## src/rtl/nj_pkg.sv

```systemverilog
package nj_pkg;

   typedef enum logic [2:0] {
      K_NOP = 3'd0,
      K_LDI = 3'd1,
      K_CLB = 3'd2,
      K_STC = 3'd3,
      K_JCN = 3'd4
   } kind_e;

   localparam logic [3:0] HI_LDI   = 4'hD;
   localparam logic [3:0] HI_JCN   = 4'h1;
   localparam logic [7:0] BYTE_CLB = 8'hF0;
   localparam logic [7:0] BYTE_STC = 8'hFA;

endpackage

```

## src/rtl/nj_decode.sv

```systemverilog
module nj_decode
   import nj_pkg::*;
#(
   parameter int BYTE_W = 8
) (
   input  logic [BYTE_W-1:0] byte_in,
   output kind_e             kind
);
   localparam int NIB_W = BYTE_W / 2;

   if (BYTE_W != 8) begin : g_bad_byte
      $error("nj_decode: BYTE_W must be 8");
   end

   logic [NIB_W-1:0] hi;
   assign hi = byte_in[BYTE_W-1:NIB_W];

   always_comb begin
      kind = K_NOP;
      if (hi == HI_LDI)             kind = K_LDI;
      else if (hi == HI_JCN)        kind = K_JCN;
      else if (byte_in == BYTE_CLB) kind = K_CLB;
      else if (byte_in == BYTE_STC) kind = K_STC;
   end
endmodule

```

## src/rtl/nj_cond_eval.sv

```systemverilog
module nj_cond_eval #(
   parameter int NIB_W = 4
) (
   input  logic [NIB_W-1:0] cond_nib,
   input  logic [NIB_W-1:0] acc_in,
   input  logic             carry_in,
   input  logic             test_n_in,
   output logic             take
);
   localparam int N_TEST  = 3;
   localparam int INV_BIT = NIB_W - 1;

   if (NIB_W <= N_TEST) begin : g_bad_nib
      $error("nj_cond_eval: NIB_W must exceed the test count");
   end

   logic [N_TEST-1:0] src;
   logic [N_TEST-1:0] hit;

   assign src[0] = ~test_n_in;
   assign src[1] = carry_in;
   assign src[2] = (acc_in == '0);

   for (genvar i = 0; i < N_TEST; i++) begin : g_hit
      assign hit[i] = cond_nib[i] & src[i];
   end

   assign take = (|hit) ^ cond_nib[INV_BIT];
endmodule

```

## src/rtl/nj_pc.sv

```systemverilog
module nj_pc #(
   parameter int ADDR_W = 12,
   parameter int PAGE_W = 8
) (
   input  logic              clk,
   input  logic              rst_n,
   input  logic              step,
   input  logic              load,
   input  logic [PAGE_W-1:0] low_in,
   output logic [ADDR_W-1:0] pc_q
);
   logic [ADDR_W-1:0] target;

   if (ADDR_W > PAGE_W) begin : g_paged
      assign target = {pc_q[ADDR_W-1:PAGE_W], low_in};
   end else begin : g_flat
      assign target = low_in[ADDR_W-1:0];
   end

   always_ff @(posedge clk) begin
      if (!rst_n)    pc_q <= '0;
      else if (load) pc_q <= target;
      else if (step) pc_q <= pc_q + 1'b1;
   end
endmodule

```

## src/rtl/nibble_jump_unit.sv

```systemverilog
module nibble_jump_unit
   import nj_pkg::*;
#(
   parameter int ADDR_W = 12,
   parameter int NIB_W  = 4
) (
   input  logic                 clk,
   input  logic                 rst_n,
   input  logic [2*NIB_W-1:0]   instr_byte,
   input  logic                 instr_vld,
   input  logic                 test_n,
   output logic [ADDR_W-1:0]    pc,
   output logic [NIB_W-1:0]     acc,
   output logic                 carry,
   output logic                 cond_n,
   output logic                 jump_taken
);
   localparam int BYTE_W = 2 * NIB_W;

   if (NIB_W != 4) begin : g_bad_nib
      $error("nibble_jump_unit: NIB_W must be 4");
   end
   if (ADDR_W <= BYTE_W) begin : g_bad_addr
      $error("nibble_jump_unit: ADDR_W must exceed one byte");
   end

   kind_e            kind;
   logic             take_now;
   logic             operand_q;
   logic             cff_q;
   logic             carry_q;
   logic             jt_q;
   logic [NIB_W-1:0] acc_q;
   logic             accept_op;
   logic             accept_tgt;

   assign accept_op  = instr_vld & ~operand_q;
   assign accept_tgt = instr_vld & operand_q;

   nj_decode #(.BYTE_W(BYTE_W)) u_dec (
      .byte_in (instr_byte),
      .kind    (kind)
   );

   nj_cond_eval #(.NIB_W(NIB_W)) u_cond (
      .cond_nib  (instr_byte[NIB_W-1:0]),
      .acc_in    (acc_q),
      .carry_in  (carry_q),
      .test_n_in (test_n),
      .take      (take_now)
   );

   nj_pc #(.ADDR_W(ADDR_W), .PAGE_W(BYTE_W)) u_pc (
      .clk    (clk),
      .rst_n  (rst_n),
      .step   (accept_op | (accept_tgt & ~cff_q)),
      .load   (accept_tgt & cff_q),
      .low_in (instr_byte),
      .pc_q   (pc)
   );

   always_ff @(posedge clk) begin
      if (!rst_n) begin
         acc_q     <= '0;
         carry_q   <= 1'b0;
         cff_q     <= 1'b0;
         operand_q <= 1'b0;
         jt_q      <= 1'b0;
      end else begin
         jt_q <= 1'b0;
         if (accept_op) begin
            case (kind)
               K_LDI: acc_q <= instr_byte[NIB_W-1:0];
               K_CLB: begin
                  acc_q   <= '0;
                  carry_q <= 1'b0;
               end
               K_STC: carry_q <= 1'b1;
               K_JCN: begin
                  cff_q     <= take_now;
                  operand_q <= 1'b1;
               end
               default: ;
            endcase
         end
         if (accept_tgt) begin
            operand_q <= 1'b0;
            jt_q      <= cff_q;
         end
      end
   end

   assign acc        = acc_q;
   assign carry      = carry_q;
   assign cond_n     = ~cff_q;
   assign jump_taken = jt_q;
endmodule

```

## config.mk

```make
export PLATFORM = sky130hd
export DESIGN_NAME = nibble_jump_unit
export DESIGN_NICKNAME = d
export VERILOG_FILES = /design/src/rtl/nj_pkg.sv /design/src/rtl/nj_decode.sv /design/src/rtl/nj_cond_eval.sv /design/src/rtl/nj_pc.sv /design/src/rtl/nibble_jump_unit.sv
export SDC_FILE = /design/constraint.sdc
export NUM_CORES = 1
export LEC_CHECK = 0
export ABC_CLOCK_PERIOD_IN_PS = 1550
export BUFFER_PORTS_ARGS = -buffer_cell sky130_fd_sc_hd__buf_2
export CELL_PAD_IN_SITES_DETAIL_PLACEMENT = 0
export CELL_PAD_IN_SITES_GLOBAL_PLACEMENT = 1
export CORE_MARGIN = 1.5
export CORE_UTILIZATION = 35
export CTS_BUF_LIST = sky130_fd_sc_hd__clkbuf_8
export DETAILED_ROUTE_END_ITERATION = 16
export PLACE_DENSITY_LB_ADDON = 0.1
export SYNTH_ARGS = -nofsm -noshare
export SYNTH_HDL_FRONTEND = slang
export SYNTH_SLANG_ARGS = --single-unit
```

## constraint.sdc

```tcl
create_clock -name clk -period 1.55 [get_ports clk]
set_input_delay 0.155 -clock clk [delete_from_list [all_inputs] [get_ports clk]]
set_output_delay 0.155 -clock clk [all_outputs]
set_load 0.02 [all_outputs]
```

# Word-level counts from Yosys, hierarchy flattened
# Index checks and enable logic that the tools add are counted.
classes:
  addsub: 1
  n_reduce_logical: 11
  mux: 8
  eq_ne: 8
  n_bitwise: 14
ops:
  columns: ["op", "n"]
  rows:
  - ["$eq A8 B8 Y1 const B", 2]
  - ["$mux W8", 2]
  - ["$add A12 B1 Y12 const B", 1]
  - ["$reduce_and A2 Y1", 5]
  - ["$mux W3", 3]
  - ["$pmux W4 S2", 1]
  - ["$and A1 B1 Y1", 7]
  - ["$eq A3 B2 Y1 const B", 2]
  - ["$reduce_bool A2 Y1", 3]
  - ["$not A1 Y1", 5]
  - ["$eq A4 B1 Y1 const B", 1]
  - ["$eq A4 B4 Y1 const B", 1]
  - ["$logic_not A4 Y1", 1]
  - ["$eq A3 B1 Y1 const B", 1]
  - ["$eq A3 B3 Y1 const B", 1]
  - ["$reduce_or A3 Y1", 1]
  - ["$mux W2", 1]
  - ["$pmux W1 S2", 1]
  - ["$reduce_or A2 Y1", 1]
  - ["$or A1 B1 Y1", 1]
  - ["$xor A1 B1 Y1", 1]
totals:
  in_bits: 12
  out_inout_bits: 19
  wordCells: 49
  reg_bits: 20

# Longest topological paths before layout
# Gate-level depths: netlist of run 1.
logic_depth:
  ltp_word: 8
  mapped_depth: 7

# Cells and area by module
# A second synthesis of run 1 with hierarchy kept.
hier_totals:
  cells_unflattened: 125
  hier_area_um2: 1102.3
modules_own_cells:
  columns: ["mod", "area_each_um2", "n_inst", "cells_per_inst"]
  rows:
  - ["nj_pc", 638.1, 1, 74]
  - ["nibble_jump_unit", 365.4, 1, 39]
  - ["nj_decode", 57.6, 1, 7]
  - ["nj_cond_eval", 41.3, 1, 5]

# Least setup slack after synthesis of run 1
# No wires, ideal clock.
synth_path:
  kind: "reg2reg"
  startpoint: "register acc_q[0] (netlist: acc[0])"
  endpoint: "register cff_q"
  synth_period_minus_slack_ns: 1.677
  arrival_time_ns: 1.582
  setup_ns: 0.095
  path_slack_ns: -0.127
  path_stages_with_launch: 5
  t_required_ns: 1.455
  path_cell_list: "dfxtp_1 -> or4b_1 -> o221ai_1 -> or4b_1 -> o311ai_1"
synth_via:
  elab_chain_len: 4
synth_lines:
  columns: ["item", "line_no", "source"]
  rows:
  - ["start, declared", "nibble_jump_unit.sv:33", "logic [NIB_W-1:0] acc_q;"]
  - ["start signal, assigned", "nibble_jump_unit.sv:73", "K_LDI: acc_q <= instr_byte[NIB_W-1:0];"]
  - ["$logic_not A4 Y1", "nj_cond_eval.sv:22", "assign src[2] = (acc_in == '0);"]
  - ["$and A1 B1 Y1", "nj_cond_eval.sv:25", "assign hit[i] = cond_nib[i] & src[i];"]
  - ["$reduce_or A3 Y1", "nj_cond_eval.sv:28", "assign take = (|hit) ^ cond_nib[INV_BIT];"]
  - ["$xor A1 B1 Y1", "nj_cond_eval.sv:28", null]
  - ["end signal, assigned", "nibble_jump_unit.sv:80", "cff_q <= take_now;"]
  - ["end, declared", "nibble_jump_unit.sv:30", "logic cff_q;"]
# Every way passes these cells.
# A chain may end at the register's enable or synchronous reset.

# Worst setup path in the final report of run 1
# Ends and elaborated chain as after synthesis.

==> flow_summary.toml, run 1 <==
[sta]
period_minus_slack_ps = 1680
worst_max_slew_pin_slew_ps = 314
max_slew_margin = 0.789
finClkSkew_ps = 3.44
setup_repair_after_global_routing_missed_its_margin = "true"
setup_viol = 1
min_period_over_period = 1.08
final_hold_viol_count = 0
maximum_operating_frequency_ghz = 0.597
finalMaxSlewViolations = 0
fin_worst_hold_slack_ps = 228
setup_slack_of_the_critical_path_after_layout_ps = -126

[setup_path]
worstPathMaxFanout = 2
required_time_of_the_critical_path_ps = 1710
timing.setup.critical_path_class = "flip-flop to flip-flop"
timing.critical_path.slowest_cell_delay_ps = 550
worstPathCellList = "or4b_4, o221ai_4, or4b_4, o311ai_4"
kind_of_cell_adding_the_most_delay_to_the_critical_path = "simple AND/OR/NAND/NOR gates"
arrival_ps = 1840
crit_top_cell = "sky130_fd_sc_hd__or4b_4"
crit_path_start_kind = "flip-flop"
timing.critical_path.slowest_stage_cell = "sky130_fd_sc_hd__or4b_4"
end_kind = "flip-flop"
path_buf_inv = 0

[floorplanning]
top_level_ports = 31
full_die_area_um2 = 3490
core_box_area_um2 = 3030
dieHeight_um = 59.1
fp.dieW_um = 59.1
row_cnt = 20
initial_core_util = 0.363

[placed_design]
place_congestion = 0.829
dpl.hpwl_mm = 2.27
port-buffer-count = 30
placed_area_um2 = 1440

[yosys]
synth_area_per_cell_um2 = 8.15
yosysWarningCount = 0
netlist-cell-type-count = 41
syn-cell-area_um2 = 1100
synth_top_area_share = 0.364
number_of_cells_produced_by_synthesis = 135
yosys_register_bits = 20
synth.net_count = 148
synth_area_leaders = "sky130_fd_sc_hd__dfxtp_1, sky130_fd_sc_hd__nand2_1, sky130_fd_sc_hd__mux2i_1"
synth_top_cell_by_area = "sky130_fd_sc_hd__dfxtp_1"
synth.yosys.seq_area_share = 0.364

[finish]
area.growth.synth_to_final_pct = 39.8
post_route_cells_drive_above_1_share = 0.405
num-nets-final = 200
num_antenna_cells = 0
stdcell_area_um2 = 1540
postLayoutCoreUtil = 0.508

[clock_network]
h-tree-depth = 1
clock_tree.buffer_depth = 2
clock-sinks = 20
cts_buffers = 3
cts_hold_buf = 0
clock_latency_ps = 250
cts_root_buffer = "sky130_fd_sc_hd__clkbuf_8"
clk_transition_reported_paths_ps = 70
tritoncts_clock_tree = "built"

[global_route]
remaining_global_route_overflow = 0
grt_pass1_wl_mm = 4.89
antenna_violations_before_repair = 0
largest_net_degree_at_the_start_of_global_routing = 16
via_count_of_the_first_global_routing_pass = 1104
grtUsageTotal = 0.186

[outcome]
failed_checks = "setup timing"
run_status = "complete, but fails checks"

[flow_run]
maxCapViolations = 0

[power]
cellLeakagePower_nw = 0.683
vdd_ir_drop_max_mv = 0.363
finalPower_mw = 1.01
power.density_nw_per_um2 = 657

[routing]
wl_per_cell_um = 12.8
initialDrtViolationCount = 38
wirelength_mm = 2.93
mean_number_of_vias_per_cell = 5.09
drt_pass1_iterations = 4
detailroute.via_count = 1165
final_antenna_net_count = 0
post_route_drc = 0

[hold_path]
min-delay-path-class = "input port to flip-flop"
placed cells by master (no fill, tap or decap), types with 2 or more instances in the layout:
master	n
sky130_fd_sc_hd__a21oi_1	9
sky130_fd_sc_hd__a22oi_1	2
sky130_fd_sc_hd__a311oi_1	2
sky130_fd_sc_hd__and3_1	2
sky130_fd_sc_hd__buf_2	30
sky130_fd_sc_hd__buf_4	25
sky130_fd_sc_hd__clkbuf_8	3
sky130_fd_sc_hd__dfxtp_1	16
sky130_fd_sc_hd__dfxtp_2	4
sky130_fd_sc_hd__inv_1	7
sky130_fd_sc_hd__mux2i_1	6
sky130_fd_sc_hd__nand2_1	18
sky130_fd_sc_hd__nand2b_1	2
sky130_fd_sc_hd__nand3_1	7
sky130_fd_sc_hd__nand4_1	2
sky130_fd_sc_hd__nor2_1	10
sky130_fd_sc_hd__nor3_1	2
sky130_fd_sc_hd__nor4_1	2
sky130_fd_sc_hd__o21ai_0	11
sky130_fd_sc_hd__o41ai_1	2
sky130_fd_sc_hd__or4_4	2
sky130_fd_sc_hd__or4b_4	2
final timing paths:
path                               startpoint            end  slack, ps  cells after the start
worst max-delay path                   acc[0]          cff_q       -130                      4
worst min-delay path                    rst_n   u_pc.pc_q[7]        230                      3
worst max register to register         acc[0]          cff_q       -130                      4
worst min register to register  u_pc.pc_q[11]  u_pc.pc_q[11]        490                      2
cell usage after synthesis (all sizes together):
master	n
nor3	2
ha	1
and2	2
xnor2	1
a22o	1
and3	2
o41ai	2
nand2b	2
nand3	7
o211ai	1
o221ai	1
buf	4
mux2	1
o311ai	1
nand2	18
nor2	10
clkbuf	4
or4b	2
or4	3
a31oi	1
nand4	2
a31o	1
nand3b	1
dfxtp	20
or3	1
mux2i	6
a21oi	9
a311oi	2
inv	7
nor4	2
or2	1
a22oi	2
or3b	1
a211oi	1
nor4b	1
o31ai	1
o21ai	11
layout make-up:
cell class	instances	area (um2)
Clock buffer	3	41.3
Fill cell	297	1490
Inverter	7	26.3
Multi-Input combinational cell	100	672
Sequential cell	20	405
Tap cell	44	55.1
Timing Repair Buffer	55	338
state kept, by name, summed over array words and instances (netlist names):
| name | cells |
|---|---|
| acc | 4 |
| carry | 1 |
| jump_taken | 1 |
| u_pc.pc_q | 12 |
| cff_q | 1 |
| operand_q | 1 |
stage by stage:
stage	TNS, ps	setup slack [ps]	std cells
2_1_floorplan	-138	-76.7	135
3_3_place_gp	-103	-82.5	225
3_5_place_dp	-250	-137	225
4_1_cts	-122	-122	229
5_1_grt	-173	-173	229
6_report	-126	-126	229
routing by layer:
layer,vias to the layer above,share of wire,GRT usage
met2,25,0.50,0.319
met4,0,0.0078,0.0812
li1,590,-,-
met1,546,0.46,0.229
met5,-,0,0
met3,4,0.032,0.0284
where the power goes:
group,total (mW),internal [mW],switching (mW)
combinational,0.146,0.0674,0.0790
clock,0.337,0.173,0.164
sequential,0.527,0.522,0.00460
what timing repair did:
| action | CTS | global route |
|---|---|---|
| pin swaps | 1 | 2 |
| gates resized for setup | 2 | 5 |
| setup endpoints to repair | 1 | 2 |
| buffers inserted | 1 | 0 |
cell families (layout without fill, tap and decap cells):
group,Yosys count,in the layout,synth area share
adders and majority gates,1,1,0.0114
buffers and inverters,15,65,0.0694
AOI/OAI and AO/OA,34,34,0.199
xor gates and xnor gates,1,1,0.00797
and+or+nand+nor,57,57,0.283
DFF,20,20,0.364
muxes,7,7,0.0648
worst register-to-register path, cell delays in order, from the launching register on:
cell                       delay (ps)
sky130_fd_sc_hd__dfxtp_2          320
sky130_fd_sc_hd__or4b_4           550
sky130_fd_sc_hd__o221ai_4         150
sky130_fd_sc_hd__or4b_4           500
sky130_fd_sc_hd__o311ai_4          70
No activity file was read; power rests on OpenSTA's default activity.
==> inputs of run 2 (changes only) <==
--- a/config.mk
+++ b/config.mk
@@ -5,12 +5,13 @@
 export SDC_FILE = /design/constraint.sdc
 export NUM_CORES = 1
 export LEC_CHECK = 0
+export ABC_AREA = 1
 export ABC_CLOCK_PERIOD_IN_PS = 1550
 export BUFFER_PORTS_ARGS = -buffer_cell sky130_fd_sc_hd__buf_2
 export CELL_PAD_IN_SITES_DETAIL_PLACEMENT = 0
 export CELL_PAD_IN_SITES_GLOBAL_PLACEMENT = 1
 export CORE_MARGIN = 1.5
-export CORE_UTILIZATION = 35
+export CORE_UTILIZATION = 34
 export CTS_BUF_LIST = sky130_fd_sc_hd__clkbuf_8
 export DETAILED_ROUTE_END_ITERATION = 16
 export PLACE_DENSITY_LB_ADDON = 0.1
==> run 2 against run 1 <==
Against the previous run:
- the flow now finishes without violations
- non-clock buffer count shrank 24
- largest power group unchanged
- fmax grew 23%
- clock skew shrank 2.0 ps
- highest routed layer unchanged
==> flow_summary.toml, run 2 <==
[yosys]
netlist-cell-type-count = 27
yosysWarningCount = 0
synth.net_count = 171
synth_top_area_share = 0.358
synth_area_per_cell_um2 = 7.08
yosys.cell_count.top_type = "sky130_fd_sc_hd__nand2_1"
async_flop_share = 0
synth_top_cell_by_area = "sky130_fd_sc_hd__dfxtp_1"
number_of_cells_produced_by_synthesis = 158
synth.yosys.seq_area_share = 0.358
syn-cell-area_um2 = 1120
post_synth_edffs = 0
ys.flop_type = "sky130_fd_sc_hd__dfxtp_1"
yosys_register_bits = 20
synth_area_leaders = "sky130_fd_sc_hd__dfxtp_1, sky130_fd_sc_hd__nand2_1, sky130_fd_sc_hd__nand3_1"
synth.cells.most_frequent = "sky130_fd_sc_hd__nand2_1, sky130_fd_sc_hd__dfxtp_1, sky130_fd_sc_hd__nand3_1, sky130_fd_sc_hd__nor2_1, sky130_fd_sc_hd__inv_1"

[placed_design]
dpl.hpwl_mm = 2.07
placed_area_um2 = 1310
port-buffer-count = 30
place_congestion = 0.809
dp_cells = 230
preCtsSetupSlack_ps = 192

[routing]
mean_number_of_vias_per_cell = 4.69
detailroute.via_count = 1092
wl_per_cell_um = 11.3
drt_pass1_iterations = 4
post_route_drc = 0
initialDrtViolationCount = 47
final_antenna_net_count = 0
wirelength_mm = 2.64

[sta]
setup_repair_after_global_routing_missed_its_margin = "false"
max_slew_margin = 0.650
min_period_over_period = 0.878
setup-tns-final_ps = 0
worst_max_slew_pin_slew_ps = 524
maximum_operating_frequency_ghz = 0.734
setup_slack_of_the_critical_path_after_layout_ps = 188
finalMaxSlewViolations = 0
period_minus_slack_ps = 1360
finClkSkew_ps = 1.40
setup_viol = 0
final_hold_viol_count = 0

[global_route]
grtUsageTotal = 0.161
remaining_global_route_overflow = 0
via_count_of_the_first_global_routing_pass = 976
largest_net_degree_at_the_start_of_global_routing = 17
antenna_violations_before_repair = 0
grt_pass1_wl_mm = 4.35

[floorplanning]
row_cnt = 20
top_level_ports = 31
dieHeight_um = 60.4
full_die_area_um2 = 3640
core_box_area_um2 = 3080
fp.dieW_um = 60.4
initial_core_util = 0.363

[finish]
stdcell_count = 233
layout.cells.most_common_list = "sky130_fd_sc_hd__nand2_1, sky130_fd_sc_hd__buf_2, sky130_fd_sc_hd__dfxtp_1"
post_route_cells_drive_above_1_share = 0.254
stdcell_area_um2 = 1350
num-nets-final = 204
num_antenna_cells = 0
area.growth.synth_to_final_pct = 20.7
largest-register = "u_pc.pc_q"
flip_flop_count_of_the_largest_register_after_layout = 12
final_common_cell = "sky130_fd_sc_hd__nand2_1"

[clock_network]
h-tree-depth = 1
cts_buffers = 3
cts_hold_buf = 0
clock_latency_ps = 250
postCtsSetupBuffers = 0
clock_tree.buffer_depth = 2
cts.repair.resized = 0
cts_root_buffer = "sky130_fd_sc_hd__clkbuf_8"
clock-sinks = 20
clk_transition_reported_paths_ps = 70
tritoncts_clock_tree = "built"

[power]
vdd_ir_drop_max_mv = 0.274
cellLeakagePower_nw = 0.603
power.density_nw_per_um2 = 723
finalPower_mw = 0.976

[setup_path]
worstPathMaxFanout = 5
end_kind = "flip-flop"
crit_path_start_kind = "flip-flop"
required_time_of_the_critical_path_ps = 1710
timing.setup.critical_path_class = "flip-flop to flip-flop"
arrival_ps = 1520

[flow_run]
maxCapViolations = 0

[outcome]
run_status = "finished clean"

[hold_path]
min-delay-path-class = "input port to flip-flop"
## run 2: changes by cell type after synthesis, moves of 3 or more
| cell | before | now |
|---|---|---|
| sky130_fd_sc_hd__nand2_2 | 0 | 4 |
| sky130_fd_sc_hd__o21ai_0 | 11 | 1 |
| sky130_fd_sc_hd__clkbuf_1 | 4 | 1 |
| sky130_fd_sc_hd__inv_1 | 7 | 12 |
| sky130_fd_sc_hd__a31oi_1 | 1 | 5 |
| sky130_fd_sc_hd__nand3b_1 | 0 | 4 |
| sky130_fd_sc_hd__nand3_1 | 7 | 15 |
| sky130_fd_sc_hd__nand2_1 | 18 | 45 |
| sky130_fd_sc_hd__nor2_4 | 0 | 3 |
| sky130_fd_sc_hd__nor2_1 | 10 | 15 |
| sky130_fd_sc_hd__mux2i_1 | 6 | 0 |
## run 2: worst max-delay path, cell delays in order (launching register included)
cell	delay, ps
sky130_fd_sc_hd__dfxtp_1	390
sky130_fd_sc_hd__ha_1	200
sky130_fd_sc_hd__nand3_1	120
sky130_fd_sc_hd__nor2_2	140
sky130_fd_sc_hd__nand2_1	120
sky130_fd_sc_hd__nor2_2	120
sky130_fd_sc_hd__nand3_1	70
sky130_fd_sc_hd__nand2_1	60
sky130_fd_sc_hd__nor2_1	30
## run 2: routing by layer
metal  vias to the layer above  part of all wire  GRT usage
met5                         -                 0          0
met1                       495              0.45      0.203
met4                         0            0.0034     0.0571
li1                        580                 -          -
met3                         2             0.028     0.0256
met2                        15              0.52      0.280
## run 2: final timing paths
kind | slack, ps | cells past startpoint | start | endpoint
setup / recovery | 190 | 8 | u_pc.pc_q[0] | u_pc.pc_q[8]
setup reg to reg | 190 | 8 | u_pc.pc_q[0] | u_pc.pc_q[8]
hold / removal | 180 | 3 | rst_n | u_pc.pc_q[11]
hold reg to reg | 480 | 2 | acc[2] | acc[2]
## run 2: cells by family after synthesis
group,count (synthesis),share of synthesized area
flops,20,0.358
xor+xnor,3,0.0235
compound gates,22,0.116
fa+ha+maj,1,0.0112
buf+inv,18,0.0705
simple gates,94,0.421
## run 2: layout make-up
cell class,count,area (um2)
well taps,44,55.1
fillers,349,1730
flip-flops and latches,20,400
repair buffers,31,158
multi-input cells,120,639
clock buffers,3,41.3
inverters,15,56.3
## run 2: stage by stage
stage	utilization	hold slack, ps
2_1_floorplan	-	275
4_1_cts	0.439	170
5_1_grt	0.439	187
3_3_place_gp	0.425	447
3_5_place_dp	0.425	449
6_report	0.439	181
## run 2: report_power, final
part	total (mW)	switching, mW	leakage (nW)	internal [mW]
registers	0.528	0.00709	0.162	0.520
logic	0.102	0.0690	0.419	0.0334
clock network	0.346	0.173	0.0216	0.173
==> inputs of run 3 (changes only) <==
--- a/config.mk
+++ b/config.mk
@@ -12,7 +12,7 @@
 export CELL_PAD_IN_SITES_GLOBAL_PLACEMENT = 1
 export CORE_MARGIN = 1.5
 export CORE_UTILIZATION = 34
-export CTS_BUF_LIST = sky130_fd_sc_hd__clkbuf_8
+export CTS_BUF_LIST = sky130_fd_sc_hd__clkbuf_2
 export DETAILED_ROUTE_END_ITERATION = 16
 export PLACE_DENSITY_LB_ADDON = 0.1
 export SYNTH_ARGS = -nofsm -noshare
==> run 3 against run 2 <==
Against the previous run:
- global-route usage did not move
- hold slack got worse by 89 ps
- wire length fell by 0.42%
- first-iteration DRC count fell by 6.4%
- flip-flop and latch count did not move
==> flow_summary.toml, run 3 (synthesized netlist as in run 2, its figures left out) <==
[outcome]
run_status = "finished clean"

[sta]
finClkSkew_ps = 5.39
period_minus_slack_ps = 1350
worst_max_slew_pin_slew_ps = 527
min_period_over_period = 0.874
setup_repair_after_global_routing_missed_its_margin = "false"
final_hold_viol_count = 0
setup_viol = 0
finalMaxSlewViolations = 0
max_slew_margin = 0.649
fin_worst_hold_slack_ps = 91.6
maximum_operating_frequency_ghz = 0.738
setup-tns-final_ps = 0
setup_slack_of_the_critical_path_after_layout_ps = 196

[clock_network]
cts_hold_buf = 0
clock-sinks = 20
cts_buffers = 3
h-tree-depth = 1
clock_tree.buffer_depth = 2
clock_latency_ps = 320
tritoncts_clock_tree = "built"
clk_transition_reported_paths_ps = 200
cts_root_buffer = "sky130_fd_sc_hd__clkbuf_2"

[routing]
detailroute.via_count = 1097
drt_pass1_iterations = 4
wirelength_mm = 2.63
post_route_drc = 0
wl_per_cell_um = 11.3
final_antenna_net_count = 0
initialDrtViolationCount = 44
mean_number_of_vias_per_cell = 4.71

[power]
vdd_ir_drop_max_mv = 0.277
cellLeakagePower_nw = 0.594
power.density_nw_per_um2 = 643

[global_route]
via_count_of_the_first_global_routing_pass = 980
grtUsageTotal = 0.161
grt_pass1_wl_mm = 4.35
largest_net_degree_at_the_start_of_global_routing = 17
antenna_violations_before_repair = 0
remaining_global_route_overflow = 0

[placed_design]
preCtsSetupSlack_ps = 192
place_congestion = 0.809
dp_cells = 230
port-buffer-count = 30
dpl.hpwl_mm = 2.07

[setup_path]
timing.setup.critical_path_class = "flip-flop to flip-flop"
arrival_ps = 1590
crit_path_start_kind = "flip-flop"
cp_startpoint = "u_pc.pc_q[1]"
reg2reg_from = "u_pc.pc_q[1]"
required_time_of_the_critical_path_ps = 1790
end_kind = "flip-flop"
worstPathMaxFanout = 4

[finish]
layout.cells.most_common_list = "sky130_fd_sc_hd__nand2_1, sky130_fd_sc_hd__buf_2, sky130_fd_sc_hd__dfxtp_1"
post_route_cells_drive_above_1_share = 0.259
stdcell_count = 233
num-nets-final = 204
num_antenna_cells = 0
final_common_cell = "sky130_fd_sc_hd__nand2_1"
area.growth.synth_to_final_pct = 18.5
final.fill_count = 355
largest-register = "u_pc.pc_q"
flip_flop_count_of_the_largest_register_after_layout = 12

[floorplanning]
top_level_ports = 31
core_box_area_um2 = 3080
initial_core_util = 0.363
full_die_area_um2 = 3640
row_cnt = 20
dieHeight_um = 60.4
fp.dieW_um = 60.4

[hold_path]
min-delay-start = "instr_byte[0]"
min-delay-path-class = "input port to flip-flop"

[flow_run]
maxCapViolations = 0
-- run 3: changes by cell type in the layout (fill, tap and decap cells not counted) --
cell,delta
sky130_fd_sc_hd__clkbuf_2,+3
sky130_fd_sc_hd__clkbuf_8,-3
sky130_fd_sc_hd__dfxtp_1,-1
sky130_fd_sc_hd__dfxtp_2,+1
-- run 3: repair_timing --
action	CTS	global route
buffers inserted	0	0
endpoints found under the setup margin	0	1
gates resized for setup	0	1
-- run 3: critical path, cell delays in order (launching register included) --
cell and delay [ps]:
sky130_fd_sc_hd__dfxtp_1 410, sky130_fd_sc_hd__ha_1 200, sky130_fd_sc_hd__nand3_1 120, sky130_fd_sc_hd__nor2_2 140, sky130_fd_sc_hd__nand2_1 120, sky130_fd_sc_hd__nor2_2 120, sky130_fd_sc_hd__nand3_1 70, sky130_fd_sc_hd__nand2_1 60
sky130_fd_sc_hd__nor2_1 30
-- run 3: metal layers --
layer	up-vias	global-route usage	part of all wire
met3	5	0.0256	0.031
met1	494	0.203	0.45
met2	18	0.280	0.51
li1	580	-	-
met4	0	0.0571	0.011
met5	-	0	0
-- run 3: cell type report --
type	count	area [um2]	share of cell area
well taps	44	55.1	0.0415
repair buffers	31	158	0.119
multi-input cells	120	639	0.483
flip-flops and latches	20	402	0.303
clock buffers	3	15.0	0.0113
inverters	15	56.3	0.0425
-- run 3: path summary, 6_finish.rpt --
check / to / slack [ps] / depth (start not counted)
max: u_pc.pc_q[8] / 200 / 8
min: u_pc.pc_q[0] / 90 / 3
max reg2reg: u_pc.pc_q[8] / 200 / 8
min reg2reg: acc[2] / 490 / 2
-- run 3: per-stage QoR --
step           power (mW)  cell area [um2]  utilization
4_1_cts             0.869             1320        0.430
3_3_place_gp        0.643             1310        0.425
2_1_floorplan       0.599             1120            -
3_5_place_dp        0.643             1310        0.425
5_1_grt             0.898             1330        0.430
6_report            0.852             1330        0.430
-- run 3: power by group --
group,switching (mW),internal [mW],total (mW)
Clock,0.167,0.0528,0.220
Combinational,0.0687,0.0334,0.102
Sequential,0.00707,0.523,0.530
Total,0.243,0.609,0.852
